File: config.mk
export PLATFORM = sky130hd
export DESIGN_NAME = beat_rng_digitizer
export DESIGN_NICKNAME = d
export VERILOG_FILES = /design/src/rtl/beat_rng_pkg.sv /design/src/rtl/beat_sampler.sv /design/src/rtl/beat_period_counter.sv /design/src/rtl/beat_cal_ctrl.sv /design/src/rtl/beat_rng_digitizer.sv
export SDC_FILE = /design/constraint.sdc
export NUM_CORES = 1
export LEC_CHECK = 0
export ABC_AREA = 1
export BUFFER_PORTS_ARGS = -buffer_cell sky130_fd_sc_hd__buf_2
export CORE_AREA = 5 5 136 138
export CTS_CLUSTER_DIAMETER = 80
export DETAILED_ROUTE_END_ITERATION = 8
export DIE_AREA = 0 0 141 143
export PLACE_DENSITY = 0.57
export SYNTH_ARGS = -nofsm -noshare
export SYNTH_HDL_FRONTEND = slang
export SYNTH_SLANG_ARGS = --single-unit
File: constraint.sdc
create_clock -name clk_smp -period 4.23 [get_ports clk_smp]
set_clock_uncertainty 0.05 [all_clocks]
set_input_delay 0.846 -clock clk_smp [delete_from_list [all_inputs] [get_ports clk_smp]]
set_output_delay 0.846 -clock clk_smp [all_outputs]
set_load 0.01 [all_outputs]
File: src/rtl/beat_rng_pkg.sv
package beat_rng_pkg;
   typedef enum logic [1:0] {
      ST_IDLE = 2'd0,
      ST_CAL  = 2'd1,
      ST_RUN  = 2'd2,
      ST_FAIL = 2'd3
   } ctl_state_t;
endpackage

File: src/rtl/beat_sampler.sv
module beat_sampler #(
   parameter int SYNC_STAGES = 2
) (
   input  logic clk,
   input  logic rst_n,
   input  logic osc_i,
   output logic rise_o
);
   logic                   smp_q;
   logic [SYNC_STAGES-1:0] sync_q;
   logic                   last_q;

   // the sampling flop: produces the raw beat
   always_ff @(posedge clk or negedge rst_n) begin
      if (!rst_n) smp_q <= 1'b0;
      else        smp_q <= osc_i;
   end

   generate
      for (genvar i = 0; i < SYNC_STAGES; i++) begin : g_sync
         if (i == 0) begin : g_first
            always_ff @(posedge clk or negedge rst_n) begin
               if (!rst_n) sync_q[0] <= 1'b0;
               else        sync_q[0] <= smp_q;
            end
         end else begin : g_next
            always_ff @(posedge clk or negedge rst_n) begin
               if (!rst_n) sync_q[i] <= 1'b0;
               else        sync_q[i] <= sync_q[i-1];
            end
         end
      end
   endgenerate

   always_ff @(posedge clk or negedge rst_n) begin
      if (!rst_n) last_q <= 1'b0;
      else        last_q <= sync_q[SYNC_STAGES-1];
   end

   assign rise_o = sync_q[SYNC_STAGES-1] & ~last_q;
endmodule

File: src/rtl/beat_period_counter.sv
module beat_period_counter #(
   parameter int CNT_W = 16
) (
   input  logic             clk,
   input  logic             rst_n,
   input  logic             restart_i,
   input  logic             rise_i,
   output logic             done_o,
   output logic             sat_o,
   output logic [CNT_W-1:0] len_o
);
   localparam logic [CNT_W-1:0] CNT_MAX = {CNT_W{1'b1}};

   logic [CNT_W-1:0] cnt_q;
   logic             armed_q;

   always_ff @(posedge clk or negedge rst_n) begin
      if (!rst_n) begin
         cnt_q   <= '0;
         armed_q <= 1'b0;
         done_o  <= 1'b0;
         sat_o   <= 1'b0;
         len_o   <= '0;
      end else begin
         done_o <= 1'b0;
         sat_o  <= 1'b0;
         if (restart_i) begin
            cnt_q   <= '0;
            armed_q <= 1'b0;
         end else if (rise_i) begin
            if (armed_q) begin
               done_o <= 1'b1;
               len_o  <= cnt_q;
            end
            armed_q <= 1'b1;
            cnt_q   <= CNT_W'(1);
         end else if (cnt_q == CNT_MAX) begin
            // no edge for a full count: report and start over
            sat_o   <= 1'b1;
            armed_q <= 1'b0;
            cnt_q   <= '0;
         end else begin
            cnt_q <= cnt_q + 1'b1;
         end
      end
   end
endmodule

File: src/rtl/beat_cal_ctrl.sv
module beat_cal_ctrl
   import beat_rng_pkg::*;
#(
   parameter int CNT_W    = 16,
   parameter int NPAIR    = 8,
   parameter int AVG_LOG2 = 4,
   parameter int ERR_LIM  = 4,
   parameter int IDX_W    = 3
) (
   input  logic             clk,
   input  logic             rst_n,
   input  logic             en_i,
   input  logic             done_i,
   input  logic             sat_i,
   input  logic [CNT_W-1:0] len_i,
   input  logic [CNT_W-1:0] lo_i,
   input  logic [CNT_W-1:0] hi_i,
   output logic [IDX_W-1:0] idx_o,
   output logic             restart_o,
   output logic             vld_o,
   output logic             bit_o,
   output logic             run_o,
   output logic             fail_o
);
   localparam int               ACC_W   = CNT_W + AVG_LOG2;
   localparam int               ERR_W   = $clog2(ERR_LIM + 1);
   localparam logic [CNT_W-1:0] CNT_MAX = {CNT_W{1'b1}};

   ctl_state_t          state_q;
   logic                skip_q;
   logic [AVG_LOG2-1:0] nsamp_q;
   logic [ACC_W-1:0]    acc_q;
   logic [ERR_W-1:0]    errs_q;

   logic             ev, bad, mean_ok;
   logic [CNT_W-1:0] smp, mean;
   logic [ACC_W-1:0] acc_nxt;

   always_comb begin
      ev      = done_i | sat_i;
      smp     = sat_i ? CNT_MAX : len_i;
      acc_nxt = acc_q + ACC_W'(smp);
      mean    = CNT_W'(acc_nxt >> AVG_LOG2);
      mean_ok = (mean >= lo_i) && (mean <= hi_i);
      bad     = sat_i | (done_i && (len_i < lo_i));
   end

   always_ff @(posedge clk or negedge rst_n) begin
      if (!rst_n) begin
         state_q   <= ST_IDLE;
         idx_o     <= '0;
         restart_o <= 1'b0;
         skip_q    <= 1'b0;
         nsamp_q   <= '0;
         acc_q     <= '0;
         errs_q    <= '0;
         vld_o     <= 1'b0;
         bit_o     <= 1'b0;
      end else begin
         vld_o     <= 1'b0;
         restart_o <= 1'b0;
         if (state_q == ST_FAIL) begin
            state_q <= ST_FAIL;
         end else if (!en_i) begin
            state_q <= ST_IDLE;
         end else begin
            case (state_q)
               ST_IDLE: begin
                  state_q   <= ST_CAL;
                  idx_o     <= '0;
                  restart_o <= 1'b1;
                  skip_q    <= 1'b1;
                  acc_q     <= '0;
                  nsamp_q   <= '0;
               end
               ST_CAL: if (ev) begin
                  if (skip_q) begin
                     skip_q <= 1'b0;
                  end else if (nsamp_q == {AVG_LOG2{1'b1}}) begin
                     if (mean_ok) begin
                        state_q <= ST_RUN;
                        errs_q  <= '0;
                     end else if (idx_o == IDX_W'(NPAIR - 1)) begin
                        state_q <= ST_FAIL;
                     end else begin
                        idx_o     <= idx_o + 1'b1;
                        restart_o <= 1'b1;
                        skip_q    <= 1'b1;
                        acc_q     <= '0;
                        nsamp_q   <= '0;
                     end
                  end else begin
                     acc_q   <= acc_nxt;
                     nsamp_q <= nsamp_q + 1'b1;
                  end
               end
               ST_RUN: begin
                  if (bad) begin
                     if (errs_q == ERR_W'(ERR_LIM - 1)) begin
                        state_q   <= ST_CAL;
                        idx_o     <= '0;
                        restart_o <= 1'b1;
                        skip_q    <= 1'b1;
                        acc_q     <= '0;
                        nsamp_q   <= '0;
                     end else begin
                        errs_q <= errs_q + 1'b1;
                     end
                  end else if (done_i) begin
                     errs_q <= '0;
                     vld_o  <= 1'b1;
                     bit_o  <= len_i[0];
                  end
               end
               default: state_q <= ST_IDLE;
            endcase
         end
      end
   end

   assign run_o  = (state_q == ST_RUN);
   assign fail_o = (state_q == ST_FAIL);
endmodule

File: src/rtl/beat_rng_digitizer.sv
module beat_rng_digitizer #(
   parameter int CNT_W       = 16,
   parameter int CFG_W       = 4,
   parameter int NPAIR       = 8,
   parameter int AVG_LOG2    = 4,
   parameter int ERR_LIM     = 4,
   parameter int SYNC_STAGES = 2,
   parameter int PAIR_ORDER  = 0
) (
   input  logic             clk_smp,
   input  logic             rst_n,
   input  logic             osc_in,
   input  logic             en,
   input  logic [CNT_W-1:0] lo_bound,
   input  logic [CNT_W-1:0] hi_bound,
   output logic [CFG_W-1:0] cfg_a,
   output logic [CFG_W-1:0] cfg_b,
   output logic             rnd_bit,
   output logic             rnd_vld,
   output logic             cal_done,
   output logic             cal_fail
);
   localparam int IDX_W = (NPAIR > 1) ? $clog2(NPAIR) : 1;

   generate
      if (CFG_W < IDX_W) begin : g_bad_cfg
         $error("CFG_W too narrow for NPAIR");
      end
      if (SYNC_STAGES < 2) begin : g_bad_sync
         $error("SYNC_STAGES must be at least 2");
      end
      if (AVG_LOG2 < 1) begin : g_bad_avg
         $error("AVG_LOG2 must be at least 1");
      end
      if (ERR_LIM < 2) begin : g_bad_err
         $error("ERR_LIM must be at least 2");
      end
   endgenerate

   logic             beat_rise, per_done, per_sat, restart;
   logic [CNT_W-1:0] per_len;
   logic [IDX_W-1:0] pair_idx;

   beat_sampler #(.SYNC_STAGES(SYNC_STAGES)) u_smp (
      .clk   (clk_smp),
      .rst_n (rst_n),
      .osc_i (osc_in),
      .rise_o(beat_rise)
   );

   beat_period_counter #(.CNT_W(CNT_W)) u_cnt (
      .clk      (clk_smp),
      .rst_n    (rst_n),
      .restart_i(restart),
      .rise_i   (beat_rise),
      .done_o   (per_done),
      .sat_o    (per_sat),
      .len_o    (per_len)
   );

   beat_cal_ctrl #(
      .CNT_W(CNT_W), .NPAIR(NPAIR), .AVG_LOG2(AVG_LOG2),
      .ERR_LIM(ERR_LIM), .IDX_W(IDX_W)
   ) u_ctl (
      .clk      (clk_smp),
      .rst_n    (rst_n),
      .en_i     (en),
      .done_i   (per_done),
      .sat_i    (per_sat),
      .len_i    (per_len),
      .lo_i     (lo_bound),
      .hi_i     (hi_bound),
      .idx_o    (pair_idx),
      .restart_o(restart),
      .vld_o    (rnd_vld),
      .bit_o    (rnd_bit),
      .run_o    (cal_done),
      .fail_o   (cal_fail)
   );

   assign cfg_a = CFG_W'(pair_idx);

   generate
      if (PAIR_ORDER == 0) begin : g_mirror
         assign cfg_b = CFG_W'(NPAIR - 1) - CFG_W'(pair_idx);
      end else begin : g_same
         assign cfg_b = CFG_W'(pair_idx);
      end
   endgenerate
endmodule

### After elaboration in Yosys (flattened, before gate mapping)

Index checks and enable logic that the tools add are counted.

| word-level totals | value |
|---|---|
| word-level logic and storage cells | 146 |
| input port bits | 36 |
| register bits | 75 |

| operators by class | value |
|---|---|
| eq/ne operators | 25 |
| muxes and demuxes | 74 |
| reductions and logical operators | 13 |
| $lt $le $gt $ge | 3 |
| bitwise logic cells | 7 |
| add/subtract/negate cells | 6 |

Operators by type and width:

| cell | number |
|---|---|
| $mux W20 | 7 |
| $mux W16 | 4 |
| $pmux W20 S3 | 1 |
| $mux W3 | 14 |
| $mux W4 | 7 |
| $mux W1 | 26 |
| $add A20 B16 Y20 | 1 |
| $mux W2 | 9 |
| $reduce_and A9 Y1 | 2 |
| $add A16 B1 Y16 const B | 1 |
| $eq A16 B16 Y1 const B | 1 |
| $ge A16 B16 Y1 | 1 |
| $le A16 B16 Y1 | 1 |
| $lt A16 B16 Y1 | 1 |
| $pmux W4 S3 | 1 |
| $reduce_and A6 Y1 | 2 |
| $ne A2 B1 Y1 const B | 5 |
| $reduce_and A10 Y1 | 1 |
| $ne A3 B3 Y1 const B | 3 |
| $pmux W3 S3 | 1 |
| $ne A4 B2 Y1 const B | 2 |
| $ne A4 B3 Y1 const B | 2 |
| $add A3 B1 Y3 const B | 2 |
| $ne A2 B2 Y1 const B | 3 |
| other kinds (22) | 30 |

### Depth between registers and ports, before layout

Gate-level depths: netlist of run 1.

| depth | value |
|---|---|
| word-level depth | 11 |
| mapped depth | 27 |
| mapped depth without buffers | 27 |

### Hierarchy

Synthesis of run 1 repeated with hierarchy kept, for this count alone.

| unflattened totals | value |
|---|---|
| cells, all modules | 791 |
| area, all modules | 6092.1 um^2 |

By module, submodules not included:

| module | area an instance (um^2) | seq. area each (um^2) | cells each | times used |
|---|---|---|---|---|
| beat_cal_ctrl | 4365.4 | 900.9 | 588 | 1 |
| beat_period_counter | 1586.5 | 875.8 | 191 | 1 |
| beat_sampler | 110.1 | 100.1 | 6 | 1 |
| beat_rng_digitizer | 30.0 | 0.0 | 6 | 1 |

### Worst setup path before layout of run 1

Ideal clock, no wire load.

| timing path | value |
|---|---|
| kind | flip-flop to flip-flop |
| from | register u_cnt.sat_o |
| to | register u_ctl.acc_q[6] |
| period minus slack after synthesis | 3.489 ns |
| cell stages (with the launch flop) | 21 |
| setup slack | 0.741 ns |
| required time | 4.114 ns |
| arrival | 3.372 ns |
| buffers on the path | 2 |
| path through | dfrtp_1 clkbuf_1 or2_2 ha_1 nand2_1 nor4_1 nand3_1 nand3_2 nand2_1 nand2_1 nand2_1 ha_1 nand2_1 nor3_1 nand3_1 nand2_1 nand2_2 a21oi_4 buf_2 o21ai_1 nand2_1 |

| on the way | value |
|---|---|
| word-level cells in the longest chain between the ends | 6 |
| elaborated cells between the ends (all ways) | 15 |
| classes of those cells | add/sub (1); order compare (2); eq/ne (3); mux (5); bitwise (2); reduce/logical (2) |

Ends and longest elaborated chain:

| item | line | RTL |
|---|---|---|
| start, declared | beat_period_counter.sv:9 | `output logic sat_o,` |
| start signal, assigned | beat_period_counter.sv:22 | `sat_o <= 1'b0;` |
| start signal, assigned | beat_period_counter.sv:26 | `sat_o <= 1'b0;` |
| start signal, assigned | beat_period_counter.sv:39 | `sat_o <= 1'b1;` |
| $mux W16 | beat_cal_ctrl.sv:41 | `smp = sat_i ? CNT_MAX : len_i;` |
| $add A20 B16 Y20 | beat_cal_ctrl.sv:42 | `acc_nxt = acc_q + ACC_W'(smp);` |
| $ge A16 B16 Y1, or another cell as far along | beat_cal_ctrl.sv:44 | `mean_ok = (mean >= lo_i) && (mean <= hi_i);` |
| $logic_and A1 B1 Y1 / $mux W20 (equally long branches) | beat_cal_ctrl.sv:44, beat_cal_ctrl.sv:77 |  |
| $ne A3 B3 Y1 (no line) / $mux W20 (equally long branches) | n/a |  |
| $reduce_and A9 Y1 (no line) / $pmux W20 S3 (equally long branches) | n/a |  |
| end signal, assigned | beat_cal_ctrl.sv:93 | `acc_q <= acc_nxt;` |
| end, declared | beat_cal_ctrl.sv:32 | `logic [ACC_W-1:0] acc_q;` |

Parallel ways exist; a longest one is shown, timed or not. The select of a mux whose other input is x is not followed.
A chain may end at the register's enable or synchronous reset.

### Final worst setup path of run 1

| timing path | value |
|---|---|
| from | register u_cnt.sat_o |
| to | register u_ctl.acc_q[4] |

The elaborated chain is that of the path after synthesis.

==> flow_summary.toml, run 1 <==
[die]
rows = 48
dieArea_mm2 = 0.02016
core-area_mm2 = 0.01706
die_h_um = 143
num_io_pins = 48
die_w_um = 141
initial_core_util = 0.3358

[route]
wl_per_cell_um = 13.71
finalWirelength_um = 14520
route.vias.total = 5033
drt_iter0_drc = 317
firstDrtPassIters = 5
post-route-drc-count = 0
drtAntennaViolNets = 0
viasPerCell = 4.753

[final_layout]
antenna_cells = 0
nNetsFinal = 936
nFillCells = 1787
area_growth_pct = 19.03
layout-drive-gt1-share = 0.2002

[pwr]
p_per_area_mw_per_mm2 = 373.0
p_leak_nw = 3.808
ir_worst_vdd_mv = 0.1907

[worst_setup_path]
worst-path-buf-inv = 3
crit_start = "u_cnt.sat_o"
cpPeakStageDelay_ns = 0.41
path_class = "reg2reg"
critPathMaxFanout = 15
start_kind = "register"
rr_startpoint = "u_cnt.sat_o"
path_cells = "buf_12, or2_2, ha_2, nand2_1, o21ai_2, nand3_1, nand2_1, xor2_1, ha_1, nand2_1, nand2_1, nand2_1, nand2_1, nand2_1, nand2_1, nand2_1, nand3_1, nand2_2, a21oi_4, buf_4, buf_4, o21ai_1, nand2_1"
cp-end-kind = "register"
cp_top_family = "simple AND/OR/NAND/NOR gates"
crit_path_top_delay_cell = "dfrtp_1"
crit_top_cell = "nand2_1"
cp.required_ns = 4.40
worstPathArrival_ns = 4.17

[global_route]
grt_pass1_vias = 4807
grt_max_degree = 76
grtUsageTotal = 0.1477
antenna_found_initial = 0
gr-total-overflow = 0
grt_pass1_wl_um = 24040

[yosys]
synth_area_per_cell_um2 = 7.496
ys_seq_area_frac = 0.3277
synth_cells = 764
ys.warnings.count = 0
syn_area_mm2 = 0.005727
synth.distinct_cells = 39
synth_seq_cells = 75

[sta]
setup_violations = 0
finalHoldViolations = 0
whs_ns = 0.2976
max_freq_mhz = 250.1
worstMarginPinSlew_ns = 0.9937
rsz0062_at_grt = "yes"
slew_violations = 0
period_share = 0.9454
setup-tns-final_ns = 0
min_period_ns = 3.999
timing.slew.headroom = 0.3375

[clocking]
cts_tree = "yes"
numCtsBuffers = 9
cts_buffer_depth = 2
cts_htree_levels = 3
clock_latency_ns = 0.34
clkTransAtPathRegs_ns = 0.06
root_buffer = "clkbuf_16"
cts_sinks = 75

[placement]
gp_congestion = 0.8508
port_buffers = 45
hpwlAfterDp_um = 11190

[hold_path]
hp-class = "reg2reg"
hold_start = "u_smp.sync_q[0]"

[job]
drv_cap = 0

[status]
outcome = "complete, no violations"
==> cells by family after synthesis <==
logic type | count (synthesis) | share of synthesized area
buf+inv | 126 | 0.08849
flops | 75 | 0.3277
compound gates | 112 | 0.1031
simple gates | 359 | 0.2917
xor+xnor | 20 | 0.03190
fa+ha+maj | 71 | 0.1564
other cells | 1 | 0.0006548
==> final timing paths <==
kind / slack [ns] / depth (start not counted) / end
worst max register to register: 0.23 / 23 / u_ctl.acc_q[4]
min in group asynchronous: 0.62 / 1 / u_ctl.idx_o[1]
worst min-delay path: 0.30 / 0 / u_smp.sync_q[1]
max in group asynchronous: 2.87 / 1 / u_ctl.acc_q[3]
worst max-delay path: 0.23 / 23 / u_ctl.acc_q[4]
worst min register to register: 0.30 / 0 / u_smp.sync_q[1]
==> cell type report <==
cell class | count | area (um2) | area share
timing repair buffer | 68 | 416.7 | 0.06112
sequential | 75 | 1877 | 0.2753
clock inverter | 6 | 71.32 | 0.01046
tap | 225 | 281.5 | 0.04130
inverter | 111 | 416.7 | 0.06112
clock buffer | 10 | 229.0 | 0.03359
multi-input combinational | 564 | 3525 | 0.5171
==> cells in the final DEF (no fill, tap or decap), types with 6 or more instances in the layout <==
cell type	netlist	routed
nand2_1	193	186
inv_1	106	106
dfrtp_1	75	75
ha_1	70	60
nor2_1	52	51
buf_2	6	44
a21oi_1	46	42
nand4_1	31	31
o21ai_0	33	31
o21ai_1	24	24
nand3_1	22	22
buf_4	5	22
or2_2	17	17
nand2_2	7	14
xor2_1	14	11
clkbuf_16	0	9
nor2_2	7	8
nor2_4	6	6
nor3_1	8	6
ha_4	0	6
==> report_power, final <==
part | switching [mW] | internal [mW]
sequential | 0.103 | 0.827
clock | 0.321 | 0.462
combinational | 0.560 | 0.269
total | 0.984 | 1.56
==> what timing repair did <==
action	in CTS	in global routing
resized for setup	0	37
hold buffers	0	0
buffers inserted	0	3
endpoints found under the setup margin	0	32
==> flip-flops by register name (all words and copies together), names as in the netlist, 2 cells and up <==
name,flops
u_ctl.idx_o,3
u_smp.sync_q,2
u_ctl.state_q,2
u_ctl.acc_q,20
u_cnt.cnt_q,16
u_ctl.nsamp_q,4
u_ctl.errs_q,3
u_cnt.len_o,16
==> cells in the mapped netlist, drive strengths merged <==
| library cell | number | area share |
|---|---|---|
| a211oi | 1 | 0.0013 |
| nor3b | 1 | 0.0013 |
| a21o | 3 | 0.0039 |
| ha | 70 | 0.15 |
| o22ai | 1 | 0.0011 |
| nor3 | 12 | 0.015 |
| a31oi | 1 | 0.0011 |
| dfrtp | 75 | 0.33 |
| nand2 | 200 | 0.13 |
| clkbuf | 3 | 0.0020 |
| fa | 1 | 0.0035 |
| nand3 | 24 | 0.023 |
| xnor2 | 5 | 0.0076 |
| o21ai | 57 | 0.050 |
| xor2 | 15 | 0.024 |
| nand3b | 2 | 0.0026 |
| o21a | 1 | 0.0013 |
| conb | 1 | 0.00065 |
| nand4 | 33 | 0.038 |
| or2 | 17 | 0.019 |
| a21oi | 48 | 0.045 |
| nor2 | 65 | 0.054 |
| nor4 | 5 | 0.0055 |
| buf | 12 | 0.014 |
| inv | 111 | 0.073 |
==> layer usage <==
metal	GRT usage	vias to the layer above	routed length (um)
li1	-	2630	-
met1	0.2005	2301	6902
met2	0.2409	91	6811
met3	0.03081	11	572
met4	0.03927	0	228
met5	0	-	0
==> through the flow <==
| step | std cells | utilization | worst slack, ns | cell area, um2 | total power, mW |
|---|---|---|---|---|---|
| 2_1_floorplan | 765 | - | 0.7415 | 5731 | 1.513 |
| 3_3_place_gp | 1040 | 0.3701 | 0.06301 | 6312 | 1.752 |
| 3_5_place_dp | 1040 | 0.3701 | 0.03513 | 6312 | 1.753 |
| 4_1_cts | 1056 | 0.3877 | 0.01390 | 6613 | 2.550 |
| 5_1_grt | 1059 | 0.3996 | -0.06080 | 6817 | 2.724 |
| 6_report | 1059 | 0.3996 | 0.2308 | 6817 | 2.543 |
Power figures use the tool's default switching activity.
==> run 2: changes to the inputs <==
--- a/config.mk
+++ b/config.mk
@@ -7,11 +7,13 @@
 export LEC_CHECK = 0
 export ABC_AREA = 1
 export BUFFER_PORTS_ARGS = -buffer_cell sky130_fd_sc_hd__buf_2
-export CORE_AREA = 5 5 136 138
+export CELL_PAD_IN_SITES_DETAIL_PLACEMENT = 1
+export CELL_PAD_IN_SITES_GLOBAL_PLACEMENT = 1
+export CORE_AREA = 2 2 133 135
 export CTS_CLUSTER_DIAMETER = 80
 export DETAILED_ROUTE_END_ITERATION = 8
-export DIE_AREA = 0 0 141 143
-export PLACE_DENSITY = 0.57
+export DIE_AREA = 0 0 135 137
+export PLACE_DENSITY = 0.71
 export SYNTH_ARGS = -nofsm -noshare
 export SYNTH_HDL_FRONTEND = slang
 export SYNTH_SLANG_ARGS = --single-unit
==> flow_summary.toml, run 2 (same netlist as run 1, synthesis figures left out) <==
[route]
finalWirelength_um = 16690
wl_per_cell_um = 15.66
viasPerCell = 4.898
post-route-drc-count = 0
routed-wl-met2_um = 8132
highest_layer = "met4"
wl_met3_um = 519
drt_iter0_drc = 185
m1WireLength_um = 7492
drtAntennaViolNets = 0
firstDrtPassIters = 4
route.vias.total = 5221

[placement]
dpl-instance-area_mm2 = 0.006330
gp_congestion = 0.8311
place_ws_ns = -0.03993
dp_cells = 1044
port_buffers = 45
hpwlAfterDp_um = 12890

[die]
core-area_mm2 = 0.01706
initial_core_util = 0.3358
die_w_um = 135
dieArea_mm2 = 0.01850
num_io_pins = 48
rows = 48
die_h_um = 137

[global_route]
grt_max_degree = 76
grtUsageTotal = 0.1860
gr-total-overflow = 0
grt_pass1_wl_um = 27050
grt_pass1_vias = 5465
antenna_found_initial = 0

[clocking]
root_buffer = "clkbuf_16"
clock_latency_ns = 0.34
cts_buffer_depth = 2
cts_htree_levels = 3
numCtsBuffers = 9
postCtsHoldBufs = 0
clkTransAtPathRegs_ns = 0.06
cts_sinks = 75
cts_tree = "yes"

[sta]
period_share = 0.9495
worstMarginPinSlew_ns = 0.9896
slew_violations = 0
finalHoldViolations = 0
setup_slack_ns = 0.2136
setup-tns-final_ns = 0
min_period_ns = 4.016
setup_violations = 0
timing.slew.headroom = 0.3403
max_freq_mhz = 249.0

[status]
outcome = "complete, no violations"

[final_layout]
regMostFlops = "u_ctl.acc_q"
nFillCells = 2152
final_cell_mix = "nand2_1 (187), inv_1 (105), dfrtp_1 (75)"
top_regs = "u_ctl.acc_q x20, u_cnt.cnt_q x16, u_cnt.len_o x16"
antenna_cells = 0
layoutNonFillerInstCount = 1066
fin_util = 0.4053
largest_reg_flops = 20
layout_commonest_cell = "nand2_1"
nNetsFinal = 944
area_growth_pct = 20.71
layout-drive-gt1-share = 0.2081
final_area_mm2 = 0.006913

[worst_setup_path]
start_kind = "register"
cp.required_ns = 4.46
crit_path_top_delay_cell = "dfrtp_1"
cp-end-kind = "register"
cpPeakStageDelay_ns = 0.40
worstPathArrival_ns = 4.24
path_cells = "buf_4, or2_2, ha_1, nand2_1, buf_4, inv_1, a21oi_2, nand2_1, a21oi_1, xnor2_1, buf_4, ha_1, nand2_1, nor2_4, nand2_1, nand2_1, nand2_1, nand3_2, nand2_4, a21oi_4, buf_4, o21ai_1, nand2_1"
critPathMaxFanout = 12
cp_top_family = "simple AND/OR/NAND/NOR gates"
path_class = "reg2reg"
reg2reg_setup_slack_ns = 0.21
worst-path-buf-inv = 5
crit_top_cell = "nand2_1"

[hold_path]
hp-class = "reg2reg"

[pwr]
p_leak_nw = 3.883
ir_worst_vdd_mv = 0.2009
p_per_area_mw_per_mm2 = 397.5

[job]
drv_cap = 0
[run 2: cell count changes in the layout (fill, tap and decap cells not counted), sizes merged]
cell      delta
buf          +7
inv          -2
clkinvlp     -2
a21oi        +1
bufinv       +3
[run 2: worst register-to-register path: cells and delay by family (launching register included)]
kind,cells,cell delay (ns)
simple gates,11,1.37
compound gates,4,0.72
fa+ha+maj,2,0.64
flops,1,0.40
buf+inv,5,0.73
xor+xnor,1,0.08
[run 2: metrics by stage]
step,total power [mW],hold WS [ns]
2_1_floorplan,1.513,0.2812
3_3_place_gp,1.760,0.2830
3_5_place_dp,1.789,0.2856
4_1_cts,2.747,0.2994
5_1_grt,2.936,0.3137
6_report,2.748,0.2962
[run 2: layout make-up]
| class | count | area, um2 | area share |
|---|---|---|---|
| Clock buffer | 10 | 239.0 | 0.03457 |
| Sequential cell | 75 | 1877 | 0.2715 |
| Tap cell | 225 | 281.5 | 0.04072 |
| Multi-Input combinational cell | 565 | 3513 | 0.5082 |
| Timing Repair Buffer | 75 | 460.4 | 0.06661 |
| Inverter | 111 | 416.7 | 0.06027 |
| Clock inverter | 5 | 125.1 | 0.01810 |
[run 2: path summary, 6_finish.rpt]
kind                        startpoint               to  cells after the start
setup / recovery           u_cnt.sat_o   u_ctl.acc_q[8]                     23
hold / removal             u_smp.smp_q  u_smp.sync_q[0]                      0
setup reg to reg           u_cnt.sat_o   u_ctl.acc_q[8]                     23
hold reg to reg            u_smp.smp_q  u_smp.sync_q[0]                      0
max in group asynchronous        rst_n   u_cnt.len_o[0]                      1
min in group asynchronous        rst_n      u_smp.smp_q                      1
[run 2: power by group]
group	internal [mW]	total (mW)	leakage [nW]	switching, mW
clock network	0.648	0.947	0.179	0.299
registers	0.828	0.931	1.01	0.104
logic	0.283	0.870	2.69	0.587
total	1.76	2.75	3.88	0.990
[run 2: what timing repair did]
item / CTS / global route
buffers inserted: 0 / 4
gates cloned: 0 / 3
endpoints found under the setup margin: 23 / 34
resized for setup: 1 / 38
pin swaps: 0 / 8
[run 2: per-layer routing]
metal  GRT usage  vias up
met5           0        -
met4     0.05671        0
met3     0.02889       26
met2      0.3322       66
met1      0.2309     2498
li1            -     2631
==> run 3: changes to the inputs <==
--- a/config.mk
+++ b/config.mk
@@ -9,11 +9,11 @@
 export BUFFER_PORTS_ARGS = -buffer_cell sky130_fd_sc_hd__buf_2
 export CELL_PAD_IN_SITES_DETAIL_PLACEMENT = 1
 export CELL_PAD_IN_SITES_GLOBAL_PLACEMENT = 1
-export CORE_AREA = 2 2 133 135
+export CORE_AREA = 2 2 116 118
 export CTS_CLUSTER_DIAMETER = 80
 export DETAILED_ROUTE_END_ITERATION = 8
-export DIE_AREA = 0 0 135 137
-export PLACE_DENSITY = 0.71
+export DIE_AREA = 0 0 118 120
+export PLACE_DENSITY = 0.87
 export SYNTH_ARGS = -nofsm -noshare
 export SYNTH_HDL_FRONTEND = slang
 export SYNTH_SLANG_ARGS = --single-unit
==> flow_summary.toml, run 3 (same netlist as run 1, synthesis figures left out) <==
[status]
outcome = "finished, violations left"
violations = "negative setup slack"

[final_layout]
top_regs = "u_ctl.acc_q x20, u_cnt.cnt_q x16, u_cnt.len_o x16"
nNetsFinal = 961
nFillCells = 1605
layout_commonest_cell = "nand2_1"
largest_reg_flops = 20
antenna_cells = 0
area_growth_pct = 25.65
regMostFlops = "u_ctl.acc_q"
final_cell_mix = "nand2_1 (179), inv_1 (103), dfrtp_1 (74)"
final_area_mm2 = 0.007196
layout-drive-gt1-share = 0.2526

[worst_setup_path]
cp.required_ns = 4.40
reg2reg_setup_slack_ns = -0.24
worst-path-buf-inv = 7
cp-end-kind = "register"
crit_top_cell = "nand2_1"
start_kind = "register"
critPathMaxFanout = 8
rr_startpoint = "u_cnt.sat_o"
r2r_end = "u_ctl.acc_q[10]"
reg2reg_depth = 26
worstPathArrival_ns = 4.64
cp_top_family = "simple AND/OR/NAND/NOR gates"
path_class = "reg2reg"
crit_path_top_delay_cell = "dfrtp_2"
cpPeakStageDelay_ns = 0.47

[placement]
gp_congestion = 0.8666
dpl-instance-area_mm2 = 0.006341
port_buffers = 45
place_ws_ns = -0.2230
hpwlAfterDp_um = 13620

[sta]
period_share = 1.057
slew_violations = 0
max_freq_mhz = 223.8
setup-tns-final_ns = -3.148
whs_ns = 0.2993
setup_slack_ns = -0.2391
setup_violations = 27
min_period_ns = 4.469
finalHoldViolations = 0
timing.slew.headroom = 0.3352
worstMarginPinSlew_ns = 0.9972

[die]
dieArea_mm2 = 0.01416
initial_core_util = 0.4412
rows = 42
core-area_mm2 = 0.01298
die_h_um = 120
num_io_pins = 48
die_w_um = 118

[clocking]
cts_sinks = 75
cts_htree_levels = 3
numCtsBuffers = 9
cts_tree = "yes"
root_buffer = "clkbuf_16"
cts_buffer_depth = 2
clock_latency_ns = 0.35
clkTransAtPathRegs_ns = 0.06
postCtsHoldBufs = 0

[route]
wl_per_cell_um = 21.53
post-route-drc-count = 0
drt_iter0_drc = 445
finalWirelength_um = 22290
viasPerCell = 5.843
route.vias.total = 6047
drtAntennaViolNets = 0
firstDrtPassIters = 5

[pwr]
ir_worst_vdd_mv = 0.2144
p_per_area_mw_per_mm2 = 392.5
p_leak_nw = 3.991
power_mw = 2.824

[global_route]
gr-total-overflow = 0
grt_pass1_wl_um = 29750
antenna_found_initial = 0
grt_pass1_vias = 6073
grtUsageTotal = 0.2636
grt_max_degree = 76

[job]
drv_cap = 0

[hold_path]
hp-class = "reg2reg"
hold_start = "u_smp.smp_q"
hold_path_depth = 0
hold_end = "u_smp.sync_q[0]"
run 3: cell type report:
class / count / area [um2] / area share
inverters: 111 / 416.7 / 0.05790
repair buffers: 93 / 666.9 / 0.09268
clock buffers: 11 / 242.7 / 0.03373
clock inverters: 5 / 85.08 / 0.01182
multi-input cells: 564 / 3686 / 0.5123
flip-flops and latches: 75 / 1878 / 0.2610
well taps: 176 / 220.2 / 0.03060
run 3: how the worst max path moves through the flow:
| stage | start | end | slack (ns) | cells after the start |
|---|---|---|---|---|
| final | u_cnt.sat_o | u_ctl.acc_q[10] | -0.24 | 26 |
| after global routing | u_cnt.sat_o | u_ctl.acc_q[10] | -0.44 | 26 |
| after CTS | u_cnt.sat_o | u_ctl.idx_o[2] | 0.01 | 22 |
| after detailed placement | u_cnt.sat_o | u_ctl.errs_q[1] | -0.22 | 26 |
| after global placement | u_cnt.sat_o | u_ctl.acc_q[16] | 0.05 | 26 |
| after floorplan | u_cnt.sat_o | u_ctl.acc_q[6] | 0.74 | 20 |
run 3: worst register-to-register path, stage by stage, from the launching register on:
cell       delay (ns)
dfrtp_2          0.47
inv_2            0.08
nand2_1          0.08
ha_2             0.23
inv_1            0.13
fa_2             0.39
inv_1            0.09
nand3_1          0.10
nand2_2          0.12
buf_4            0.13
a21oi_1          0.08
xnor2_1          0.40
ha_1             0.34
nand2_1          0.10
inv_1            0.05
nand2_1          0.10
nand2_1          0.10
nand2_1          0.09
nand2_1          0.15
nand2_1          0.15
nand3_2          0.12
nand2_4          0.11
a21oi_4          0.07
buf_12           0.15
clkbuf_16        0.16
o21ai_1          0.23
nand2_1          0.10
run 3: per-layer routing:
metal / global-route usage / part of all wire / up-vias
met5: 0 / 0 / -
met4: 0.1220 / 0.065 / 0
met3: 0.03897 / 0.053 / 107
met2: 0.4822 / 0.49 / 275
met1: 0.3030 / 0.39 / 2989
li1: - / - / 2676
run 3: where the power goes:
| group | leakage (nW) | internal [mW] | switching [mW] |
|---|---|---|---|
| registers | 1.01 | 0.827 | 0.124 |
| logic | 2.82 | 0.297 | 0.706 |
| clock network | 0.156 | 0.537 | 0.334 |
run 3: timing repair:
action,in CTS,in global routing
cloned,0,2
setup buffers,2,12
pin swaps,0,21
endpoints found under the setup margin,33,34
gates resized for setup,5,79
run 3: stage by stage:
step | util | std cells
after global routing | 0.5544 | 1035
after floorplan | - | 765
after CTS | 0.5164 | 1021
after detailed placement | 0.4885 | 1003
after global placement | 0.4885 | 1003
final | 0.5544 | 1035
